## src/rtl/serdtr_pkg.sv

```systemverilog
`timescale 1ns/1ps
package serdtr_pkg;

   typedef enum logic [1:0] {
      S_IDLE  = 2'd0,
      S_START = 2'd1,
      S_DATA  = 2'd2,
      S_STOP  = 2'd3
   } ser_state_t;

   localparam logic [1:0] A_DATA = 2'd0;
   localparam logic [1:0] A_STAT = 2'd1;
   localparam logic [1:0] A_HALF = 2'd2;

endpackage

```

## src/rtl/serdtr_prescale.sv

```systemverilog
`timescale 1ns/1ps
module serdtr_prescale #(
   parameter int DIV = 27
) (
   input  logic clk,
   input  logic rst_n,
   output logic tick
);

   generate
      if (DIV == 1) begin : g_passthru
         assign tick = 1'b1;
      end else begin : g_count
         localparam int PCW = $clog2(DIV);
         logic [PCW-1:0] pcnt;

         always_ff @(posedge clk or negedge rst_n) begin
            if (!rst_n) begin
               pcnt <= '0;
               tick <= 1'b0;
            end else if (pcnt == PCW'(DIV - 1)) begin
               pcnt <= '0;
               tick <= 1'b1;
            end else begin
               pcnt <= pcnt + 1'b1;
               tick <= 1'b0;
            end
         end
      end
   endgenerate

endmodule

```

## src/rtl/serdtr_rx.sv

```systemverilog
`timescale 1ns/1ps
module serdtr_rx import serdtr_pkg::*; #(
   parameter int DW   = 8,
   parameter int CW   = 9,
   parameter int SYNC = 2
) (
   input  logic          clk,
   input  logic          rst_n,
   input  logic          tick,
   input  logic          rxd,
   input  logic [CW-1:0] half_m1,
   input  logic [CW-1:0] full_m1,
   input  logic          rd_ack,
   output logic [DW-1:0] rx_data,
   output logic          rx_ready,
   output logic          ferr,
   output logic          ovr,
   output logic          busy,
   output logic          rx_irq
);

   localparam int BW = (DW > 1) ? $clog2(DW) : 1;

   logic [SYNC-1:0] sync_q;
   logic            line, line_d;
   ser_state_t      st;
   logic [CW-1:0]   cnt;
   logic [BW-1:0]   bitn;
   logic [DW-1:0]   shreg;

   always_ff @(posedge clk or negedge rst_n) begin
      if (!rst_n) sync_q <= '1;
      else        sync_q <= {sync_q[SYNC-2:0], rxd};
   end

   assign line = sync_q[SYNC-1];
   assign busy = (st != S_IDLE);

   always_ff @(posedge clk or negedge rst_n) begin
      if (!rst_n) begin
         line_d   <= 1'b1;
         st       <= S_IDLE;
         cnt      <= '0;
         bitn     <= '0;
         shreg    <= '0;
         rx_data  <= '0;
         rx_ready <= 1'b0;
         ferr     <= 1'b0;
         ovr      <= 1'b0;
         rx_irq   <= 1'b0;
      end else begin
         line_d <= line;
         rx_irq <= 1'b0;
         if (rd_ack) begin
            rx_ready <= 1'b0;
            ferr     <= 1'b0;
            ovr      <= 1'b0;
         end
         case (st)
            S_IDLE: begin
               cnt <= '0;
               if (line_d && !line) st <= S_START;
            end
            S_START: if (tick) begin
               if (cnt == half_m1) begin
                  cnt  <= '0;
                  bitn <= '0;
                  st   <= line ? S_IDLE : S_DATA;
               end else begin
                  cnt <= cnt + 1'b1;
               end
            end
            S_DATA: if (tick) begin
               if (cnt == full_m1) begin
                  cnt   <= '0;
                  shreg <= {line, shreg[DW-1:1]};
                  if (bitn == BW'(DW - 1)) st <= S_STOP;
                  else                     bitn <= bitn + 1'b1;
               end else begin
                  cnt <= cnt + 1'b1;
               end
            end
            S_STOP: if (tick) begin
               if (cnt == full_m1) begin
                  cnt <= '0;
                  st  <= S_IDLE;
                  if (rx_ready && !rd_ack) begin
                     ovr <= 1'b1;
                  end else begin
                     rx_data  <= shreg;
                     rx_ready <= 1'b1;
                     ferr     <= !line;
                     rx_irq   <= 1'b1;
                  end
               end else begin
                  cnt <= cnt + 1'b1;
               end
            end
            default: st <= S_IDLE;
         endcase
      end
   end

endmodule

```

## src/rtl/serdtr_tx.sv

```systemverilog
`timescale 1ns/1ps
module serdtr_tx import serdtr_pkg::*; #(
   parameter int DW = 8,
   parameter int CW = 9
) (
   input  logic          clk,
   input  logic          rst_n,
   input  logic          tick,
   input  logic [CW-1:0] full_m1,
   input  logic          wr,
   input  logic [DW-1:0] wdata,
   output logic          txd,
   output logic          tx_empty,
   output logic          tx_irq
);

   localparam int BW = (DW > 1) ? $clog2(DW) : 1;

   ser_state_t    st;
   logic [CW-1:0] cnt;
   logic [BW-1:0] bitn;
   logic [DW-1:0] shreg;
   logic          bit_end;

   assign bit_end = tick && (cnt == full_m1);

   always_ff @(posedge clk or negedge rst_n) begin
      if (!rst_n) begin
         st       <= S_IDLE;
         cnt      <= '0;
         bitn     <= '0;
         shreg    <= '0;
         txd      <= 1'b1;
         tx_empty <= 1'b1;
         tx_irq   <= 1'b0;
      end else begin
         tx_irq <= 1'b0;
         if (st != S_IDLE && tick) cnt <= bit_end ? '0 : cnt + 1'b1;
         case (st)
            S_IDLE: if (wr) begin
               shreg    <= wdata;
               cnt      <= '0;
               txd      <= 1'b0;
               tx_empty <= 1'b0;
               st       <= S_START;
            end
            S_START: if (bit_end) begin
               txd   <= shreg[0];
               shreg <= shreg >> 1;
               bitn  <= '0;
               st    <= S_DATA;
            end
            S_DATA: if (bit_end) begin
               if (bitn == BW'(DW - 1)) begin
                  txd <= 1'b1;
                  st  <= S_STOP;
               end else begin
                  bitn  <= bitn + 1'b1;
                  txd   <= shreg[0];
                  shreg <= shreg >> 1;
               end
            end
            S_STOP: if (bit_end) begin
               tx_empty <= 1'b1;
               tx_irq   <= 1'b1;
               st       <= S_IDLE;
            end
            default: st <= S_IDLE;
         endcase
      end
   end

endmodule

```

## src/rtl/serdtr_top.sv

```systemverilog
`timescale 1ns/1ps
module serdtr_top import serdtr_pkg::*; #(
   parameter int DIV      = 27,
   parameter int HB_W     = 8,
   parameter int HB_RESET = 1,
   parameter int DW       = 8,
   parameter int SYNC     = 2
) (
   input  logic          clk,
   input  logic          rst_n,
   input  logic          cs,
   input  logic          we,
   input  logic          rd,
   input  logic [1:0]    addr,
   input  logic [DW-1:0] wdata,
   output logic [DW-1:0] rdata,
   input  logic          rxd,
   output logic          txd,
   output logic          dtr,
   output logic          rx_irq,
   output logic          tx_irq
);

   localparam int CW = HB_W + 1;

   generate
      if (DIV < 1)        begin : g_bad_div  $error("DIV must be at least 1");      end
      if (HB_W > DW)      begin : g_bad_hbw  $error("HB_W must not exceed DW");     end
      if (DW < 4)         begin : g_bad_dw   $error("DW must be at least 4");       end
      if (SYNC < 2)       begin : g_bad_sync $error("SYNC must be at least 2");     end
      if (HB_RESET < 0 || HB_RESET >= (1 << HB_W))
                          begin : g_bad_hbr  $error("HB_RESET out of range");       end
   endgenerate

   logic            tick;
   logic [HB_W-1:0] hb, hbe;
   logic [CW-1:0]   half_m1, full_m1;
   logic            rd_ack, wr_tx;
   logic [DW-1:0]   rx_data;
   logic            rx_ready, ferr, ovr, rx_busy, tx_empty;

   assign rd_ack = cs && rd && (addr == A_DATA);
   assign wr_tx  = cs && we && (addr == A_DATA) && tx_empty;

   always_ff @(posedge clk or negedge rst_n) begin
      if (!rst_n)                          hb <= HB_W'(HB_RESET);
      else if (cs && we && addr == A_HALF) hb <= wdata[HB_W-1:0];
   end

   always_comb begin
      hbe     = (hb == '0) ? HB_W'(1) : hb;
      half_m1 = {1'b0, hbe} - CW'(1);
      full_m1 = {hbe, 1'b0} - CW'(1);
   end

   serdtr_prescale #(.DIV(DIV)) u_pre (
      .clk   (clk),
      .rst_n (rst_n),
      .tick  (tick)
   );

   serdtr_rx #(.DW(DW), .CW(CW), .SYNC(SYNC)) u_rx (
      .clk      (clk),
      .rst_n    (rst_n),
      .tick     (tick),
      .rxd      (rxd),
      .half_m1  (half_m1),
      .full_m1  (full_m1),
      .rd_ack   (rd_ack),
      .rx_data  (rx_data),
      .rx_ready (rx_ready),
      .ferr     (ferr),
      .ovr      (ovr),
      .busy     (rx_busy),
      .rx_irq   (rx_irq)
   );

   serdtr_tx #(.DW(DW), .CW(CW)) u_tx (
      .clk      (clk),
      .rst_n    (rst_n),
      .tick     (tick),
      .full_m1  (full_m1),
      .wr       (wr_tx),
      .wdata    (wdata),
      .txd      (txd),
      .tx_empty (tx_empty),
      .tx_irq   (tx_irq)
   );

   assign dtr = !rx_busy && !rx_ready;

   always_comb begin
      case (addr)
         A_DATA:  rdata = rx_data;
         A_STAT:  rdata = DW'({ovr, ferr, tx_empty, rx_ready});
         A_HALF:  rdata = DW'(hb);
         default: rdata = '0;
      endcase
   end

endmodule

```

## config.mk

```make
export PLATFORM = sky130hd
export DESIGN_NAME = serdtr_top
export DESIGN_NICKNAME = d
export VERILOG_FILES = /design/src/rtl/serdtr_pkg.sv /design/src/rtl/serdtr_prescale.sv /design/src/rtl/serdtr_rx.sv /design/src/rtl/serdtr_tx.sv /design/src/rtl/serdtr_top.sv
export SDC_FILE = /design/constraint.sdc
export NUM_CORES = 1
export LEC_CHECK = 0
export BUFFER_PORTS_ARGS = -buffer_cell sky130_fd_sc_hd__buf_2
export CELL_PAD_IN_SITES_DETAIL_PLACEMENT = 1
export CELL_PAD_IN_SITES_GLOBAL_PLACEMENT = 2
export CORE_MARGIN = 5
export CORE_UTILIZATION = 41
export DETAILED_ROUTE_END_ITERATION = 16
export MAX_ROUTING_LAYER = met4
export PLACE_DENSITY_LB_ADDON = 0.1
export SLEW_MARGIN = 20
export SYNTH_ARGS = -nofsm -noshare
export SYNTH_HDL_FRONTEND = slang
export SYNTH_HIERARCHICAL = 1
export SYNTH_SLANG_ARGS = --single-unit
```

## constraint.sdc

```tcl
create_clock -name clk -period 3.9 [get_ports clk]
set_input_delay 0.78 -clock clk [delete_from_list [all_inputs] [get_ports clk]]
set_output_delay 0.78 -clock clk [all_outputs]
set_load 0.01 [all_outputs]
```

==> impl_metrics.env, run 1 <==
export IMPL_setup_viol=0
export IMPL_hold_class="flop to flop"
export IMPL_first_pass_iters=4
export IMPL_fin_nets=450
export IMPL_pwr_share_clk_pct=31.0
export IMPL_clk_latency_ps=370
export IMPL_cts_tree="built"
export IMPL_dr_max_layer_used="met4"
export IMPL_ys_warn_count=6
export IMPL_switchingPower_uw=529.9
export IMPL_power_leakage_nw=2.215
export IMPL_final_common_cell="dfrtp_1"
export IMPL_min_from="u_rx/sync_q[0]"
export IMPL_syn2layout_area_growth_pct=9.673
export IMPL_layout_drive_gt1_share_pct=28.17
export IMPL_cts_root_buf="clkbuf_8"
export IMPL_cts_path_max_buffers=2
export IMPL_ys_types=81
export IMPL_cts_buffers=9
export IMPL_hpwl_um=7237
export IMPL_hold_buffers=0
export IMPL_wl_met1_um=4981
export IMPL_worst_slew_pin_transition_ps=699.2
export IMPL_io_pin_count=28
export IMPL_period_needed_ps=3470
export IMPL_drcViolationCount=0
export IMPL_rows=38
export IMPL_final_cell_mix="dfrtp_1, nor2_1, buf_2, mux2_2, xor2_1"
export IMPL_wl_met2_um=4591
export IMPL_synthCells=391
export IMPL_ys_seq_elements=76
export IMPL_ant_nets=0
export IMPL_ys_async_sr_fraction_pct=100.0
export IMPL_drt_iter0_drc=139
export IMPL_p_int_mw=1.192
export IMPL_core_sq_um=10790
export IMPL_tns_ps=0
export IMPL_pwr_share_seq_pct=49.6
export IMPL_finalCritPeriodShare_pct=88.97
export IMPL_worstSetupStartpoint="hb[4]"
export IMPL_grt_pass1_vias=3206
export IMPL_crit_type="flop to flop"
export IMPL_synth_main_ff_cell="dfrtp_1"
export IMPL_ys_seq_area_share_pct=42.66
export IMPL_crit_path_end_kind="flop"
export IMPL_grt_overflow_total=0
export IMPL_total_power_mw=1.722
export IMPL_die_h_um=114.5
export IMPL_holdWs_ps=363.6
export IMPL_die_w_um=114.5
export IMPL_worst_path_max_fanout=7
export IMPL_p_comb_share_pct=19.4
export IMPL_grt_pass1_wl_um=17120
export IMPL_arrival_ps=3720
export IMPL_ir_drop_mv=0.2741
export IMPL_crit_required_ps=4150
export IMPL_drv_cap=0
export IMPL_place_congestion=0.7281
export IMPL_syn_cell_area_sq_um=4476
export IMPL_rsz0062_at_grt="no"
export IMPL_initial_utilization_pct=41.47
export IMPL_status="completed"
export IMPL_wl_met3_um=306
export IMPL_start_kind="flop"
export IMPL_dr_total_vias=3015
export IMPL_wire_per_inst_um=17.54
export IMPL_hold_violations=0
export IMPL_cts_clk_slew_worst_paths_ps=80
export IMPL_cts_repair_resized=0
export IMPL_final_util_pct=45.48
export IMPL_synth_edf_count=0
export IMPL_grt_max_degree=77
export IMPL_cts_setup_buffers=0
export IMPL_portBuffers=27
export IMPL_num_antenna_cells=0
export IMPL_finalMaxSlewViolations=0
export IMPL_wl_um=9926
export IMPL_sw_frac_of_total_pct=30.78
export IMPL_antenna_found_initial=0
export IMPL_synth_area_per_cell_sq_um=11.45
export IMPL_powerDensity_nw_per_um2=350.8
export IMPL_clock_skew_ps=10.77
export IMPL_rr_startpoint="hb[4]"
export IMPL_h_tree_depth=3
export IMPL_viasPerCell=5.327
export IMPL_grt_use_total_pct=17.38
export IMPL_fmax_mhz=288.2
export IMPL_design_die_area_sq_um=13110
export IMPL_slew_headroom_pct=53.39
export IMPL_clock_sinks=76
per-stage QoR:
step | cell area, sq um | worst slack, ps | std cells
5_1_grt | 4908 | 121.3 | 566
3_5_place_dp | 4743 | 381.9 | 550
3_3_place_gp | 4743 | 564.4 | 550
4_1_cts | 4905 | 363.4 | 566
2_1_floorplan | 4479 | 492.7 | 392
6_report | 4908 | 430.0 | 566
cell usage after synthesis, types with 4 or more instances:
cell type   n  share of area [%]
o21a_1      4               0.67
nand2b_1    4               0.56
mux2_2     25                6.3
a31oi_1     6               0.84
mux2_4     16                5.4
nor2_1     28                2.3
clkbuf_1    6               0.50
a21oi_1     7               0.78
xnor2_1    12                2.3
inv_1      11               0.92
o21ai_0    12                1.3
nand3_1    10                1.1
mux2i_1    11                2.5
dfrtp_1    70                 39
xor2_1     20                3.9
nor2b_1     7               0.98
and3_1      7               0.98
dfstp_2     6                3.5
ha_1       13                3.6
nor3_1      5               0.56
a22o_1      5               0.98
nand2_1    18                1.5
o21ai_1     4               0.45
sequential cells by signal, summed over array words and instances (netlist names), 2 cells and up, named ones only:
name                flops
u_rx/cnt                9
u_rx/bitn               3
hb                      8
u_rx/sync_q             2
u_tx/st                 2
u_tx/cnt                9
u_pre/g_count.pcnt      5
u_tx/bitn               3
u_tx/shreg              8
u_rx/rx_data            8
u_rx/shreg              8
per-layer routing:
layer / GRT usage (%) / vias to the layer above
met5: - / -
met4: 4.276 / 0
met3: 5.550 / 4
met2: 25.81 / 38
met1: 23.12 / 1498
li1: - / 1475
cell families after synthesis:
| family | after synthesis | share of synthesized area, % |
|---|---|---|
| xor+xnor | 36 | 8.219 |
| other cells | 1 | 0.08379 |
| compound gates | 66 | 10.82 |
| mux | 53 | 14.37 |
| fa+ha+maj | 13 | 3.634 |
| flops | 76 | 42.66 |
| buf+inv | 23 | 2.516 |
| simple gates | 123 | 17.70 |
critical path, stage by stage, from the launching register on:
cell and delay (ps):
dfrtp_1 470, nor4_2 450, a21oi_1 160, ha_1 230
nor3b_2 170, nand2_1 90, xnor2_1 220, xor2_1 120
nor4_1 400, nand4_1 320, a22oi_4 300, nor2_1 150
mux2_2 270
worst paths after layout:
check	to	slack, ps	cells past startpoint
max in group asynchronous	async pin	2990	1
setup reg to reg	u_rx/cnt[0]	430	12
min in group asynchronous	u_tx/cnt[3]	450	1
hold / removal	u_rx/sync_q[1]	360	0
hold reg to reg	u_rx/sync_q[1]	360	0
setup / recovery	u_rx/cnt[0]	430	12
power by group through the flow:
stage / logic [mW] / clock network [mW] / registers (mW)
after floorplan: 0.259 / 0 / 0.856
after global placement: 0.340 / 0 / 0.870
after detailed placement: 0.340 / 0 / 0.871
after CTS: 0.342 / 0.564 / 0.856
after global routing: 0.370 / 0.602 / 0.859
final: 0.334 / 0.533 / 0.854
area by class of cell:
| type | count | area [sq um] |
|---|---|---|
| timing repair buffer | 30 | 163.9 |
| sequential | 76 | 1909 |
| inverter | 11 | 41.29 |
| fill | 1183 | 5884 |
| tap | 140 | 175.2 |
| clock inverter | 4 | 26.28 |
| clock buffer | 12 | 135.1 |
| multi-input combinational | 293 | 2457 |
Power figures use the tool's default switching activity.
==> run 2, diff against run 1 <==
--- a/config.mk
+++ b/config.mk
@@ -10,6 +10,7 @@
 export CELL_PAD_IN_SITES_GLOBAL_PLACEMENT = 2
 export CORE_MARGIN = 5
 export CORE_UTILIZATION = 41
+export CTS_BUF_LIST = sky130_fd_sc_hd__clkbuf_16
 export DETAILED_ROUTE_END_ITERATION = 16
 export MAX_ROUTING_LAYER = met4
 export PLACE_DENSITY_LB_ADDON = 0.1
==> run 2 against run 1 <==
  * Final cell count stayed put
  * Sequential share of layout area shrank 0.79 points
  * Flip-flop and latch count is the same
  * Global-route usage about the same
  * Largest cell class unchanged
  * Fmax up 0.11%
  * Register-to-register slack is essentially flat
  * Largest power group unchanged
  * Critical path depth did not move
  * Worst setup slack gained 3.8 ps
  * Die area did not move
  * Critical endpoint unchanged
  * Clock skew decreased by 5.5 ps
  * Sequential power hardly changed
  * First-iteration DRC count unchanged
==> impl_metrics.env, run 2 (same netlist as run 1, synthesis figures left out) <==
export IMPL_hpwl_um=7237
export IMPL_power_leakage_nw=2.274
export IMPL_reg_top3="u_rx/cnt: 9 flops, u_tx/cnt: 9 flops"
export IMPL_cts_path_max_buffers=2
export IMPL_h_tree_depth=3
export IMPL_ff_latch_area_sq_um=1909
export IMPL_wire_per_inst_um=17.55
export IMPL_num_antenna_cells=0
export IMPL_crit_path_end_kind="flop"
export IMPL_cts_clk_slew_worst_paths_ps=60
export IMPL_setup_viol=0
export IMPL_cts_repair_resized=0
export IMPL_worst_slew_pin_transition_ps=707.1
export IMPL_core_sq_um=10790
export IMPL_grt_pass1_vias=3258
export IMPL_cp_cell_sequence="nor4_2 -> a21oi_1 -> ha_1 -> nor3b_2 -> nand2_1 -> xnor2_1 -> xor2_1 -> nor4_1 -> nand4_1 -> a22oi_4 -> nor2_1 -> mux2_2"
export IMPL_slew_headroom_pct=52.86
export IMPL_clk_latency_ps=340
export IMPL_multi_input_area_sq_um=2457
export IMPL_cts_tree="built"
export IMPL_worst_path_max_fanout=7
export IMPL_dr_total_vias=3036
export IMPL_ir_drop_mv=0.2813
export IMPL_layout_drive_gt1_share_pct=28.17
export IMPL_ant_nets=0
export IMPL_clock_skew_ps=5.240
export IMPL_fin_nets=450
export IMPL_hold_violations=0
export IMPL_io_pin_count=28
export IMPL_initial_utilization_pct=41.47
export IMPL_holdWs_ps=361.1
export IMPL_status="completed"
export IMPL_grt_pass1_wl_um=17170
export IMPL_hold_buffers=0
export IMPL_final_cell_mix="dfrtp_1, nor2_1, buf_2, mux2_2, xor2_1"
export IMPL_wl_um=9935
export IMPL_design_die_area_sq_um=13110
export IMPL_drcViolationCount=0
export IMPL_die_w_um=114.5
export IMPL_place_congestion=0.7281
export IMPL_fill_cells=1178
export IMPL_cts_root_buf="clkbuf_16"
export IMPL_drt_iter0_drc=139
export IMPL_cts_setup_buffers=0
export IMPL_crit_required_ps=4120
export IMPL_grt_overflow_total=0
export IMPL_start_kind="flop"
export IMPL_first_pass_iters=4
export IMPL_die_h_um=114.5
export IMPL_cts_buffers=9
export IMPL_fmax_mhz=288.5
export IMPL_rsz0062_at_grt="no"
export IMPL_arrival_ps=3690
export IMPL_final_common_cell="dfrtp_1"
export IMPL_powerDensity_nw_per_um2=387.0
export IMPL_drv_cap=0
export IMPL_hold_class="flop to flop"
export IMPL_clock_sinks=76
export IMPL_portBuffers=27
export IMPL_antenna_found_initial=0
export IMPL_finalCritPeriodShare_pct=88.88
export IMPL_rows=38
export IMPL_grt_max_degree=77
export IMPL_place_inst=550
export IMPL_grt_use_total_pct=17.39
export IMPL_period_needed_ps=3466
export IMPL_path_delay_family="simple AND/OR/NAND/NOR gates"
export IMPL_viasPerCell=5.364
export IMPL_instances_no_fill=566
export IMPL_syn2layout_area_growth_pct=11.94
export IMPL_crit_type="flop to flop"
export IMPL_crit_slowest_cell="dfrtp_1"
export IMPL_tns_ps=0
export IMPL_finalMaxSlewViolations=0
export IMPL_critPathMaxStageDelay_ps=460
export IMPL_crit_buf_inv=0
run 2: cell types whose count changed in the layout (fill, tap and decap cells not counted):
cell       previous run  this run
clkbuf_8              9         0
inv_1                11        14
clkbuf_16             0         9
clkbuf_1              3         0
run 2: routing by layer:
| metal | part of all wire (%) | global-route usage (%) | vias up |
|---|---|---|---|
| li1 | - | - | 1477 |
| met1 | 49 | 22.97 | 1521 |
| met2 | 47 | 26.12 | 30 |
| met3 | 2.7 | 5.444 | 8 |
| met4 | 1.0 | 4.196 | 0 |
| met5 | 0 | - | - |
run 2: per-stage QoR:
stage	utilization, %	power, mW	setup slack [ps]	cell area, sq um
after floorplan	-	1.115	492.7	4479
after global placement	43.95	1.210	564.4	4743
after detailed placement	43.95	1.212	381.9	4743
after CTS	46.38	1.982	368.3	5006
after global routing	46.42	2.048	123.3	5010
final	46.42	1.939	433.8	5010
run 2: final timing paths:
path / end / cells after the start / start / slack (ps)
max: u_rx/cnt[0] / 12 / hb[4] / 430
min: u_rx/sync_q[1] / 0 / u_rx/sync_q[0] / 360
max reg2reg: u_rx/cnt[0] / 12 / hb[4] / 430
min reg2reg: u_rx/sync_q[1] / 0 / u_rx/sync_q[0] / 360
max in group asynchronous: hb[2] / 1 / rst_n / 2940
min in group asynchronous: u_pre/g_count.pcnt[3] / 1 / rst_n / 460
run 2: area by class of cell:
type,instances,area share (%)
tap,140,3.497
clock buffer,9,4.496
timing repair buffer,30,3.272
sequential,76,38.11
clock inverter,7,0.7493
inverter,11,0.8242
multi-input combinational,293,49.05
run 2: where the power goes:
| part | internal [mW] | switching, mW |
|---|---|---|
| clock | 0.422 | 0.327 |
| combinational | 0.146 | 0.188 |
| sequential | 0.816 | 0.0389 |
| total | 1.38 | 0.554 |
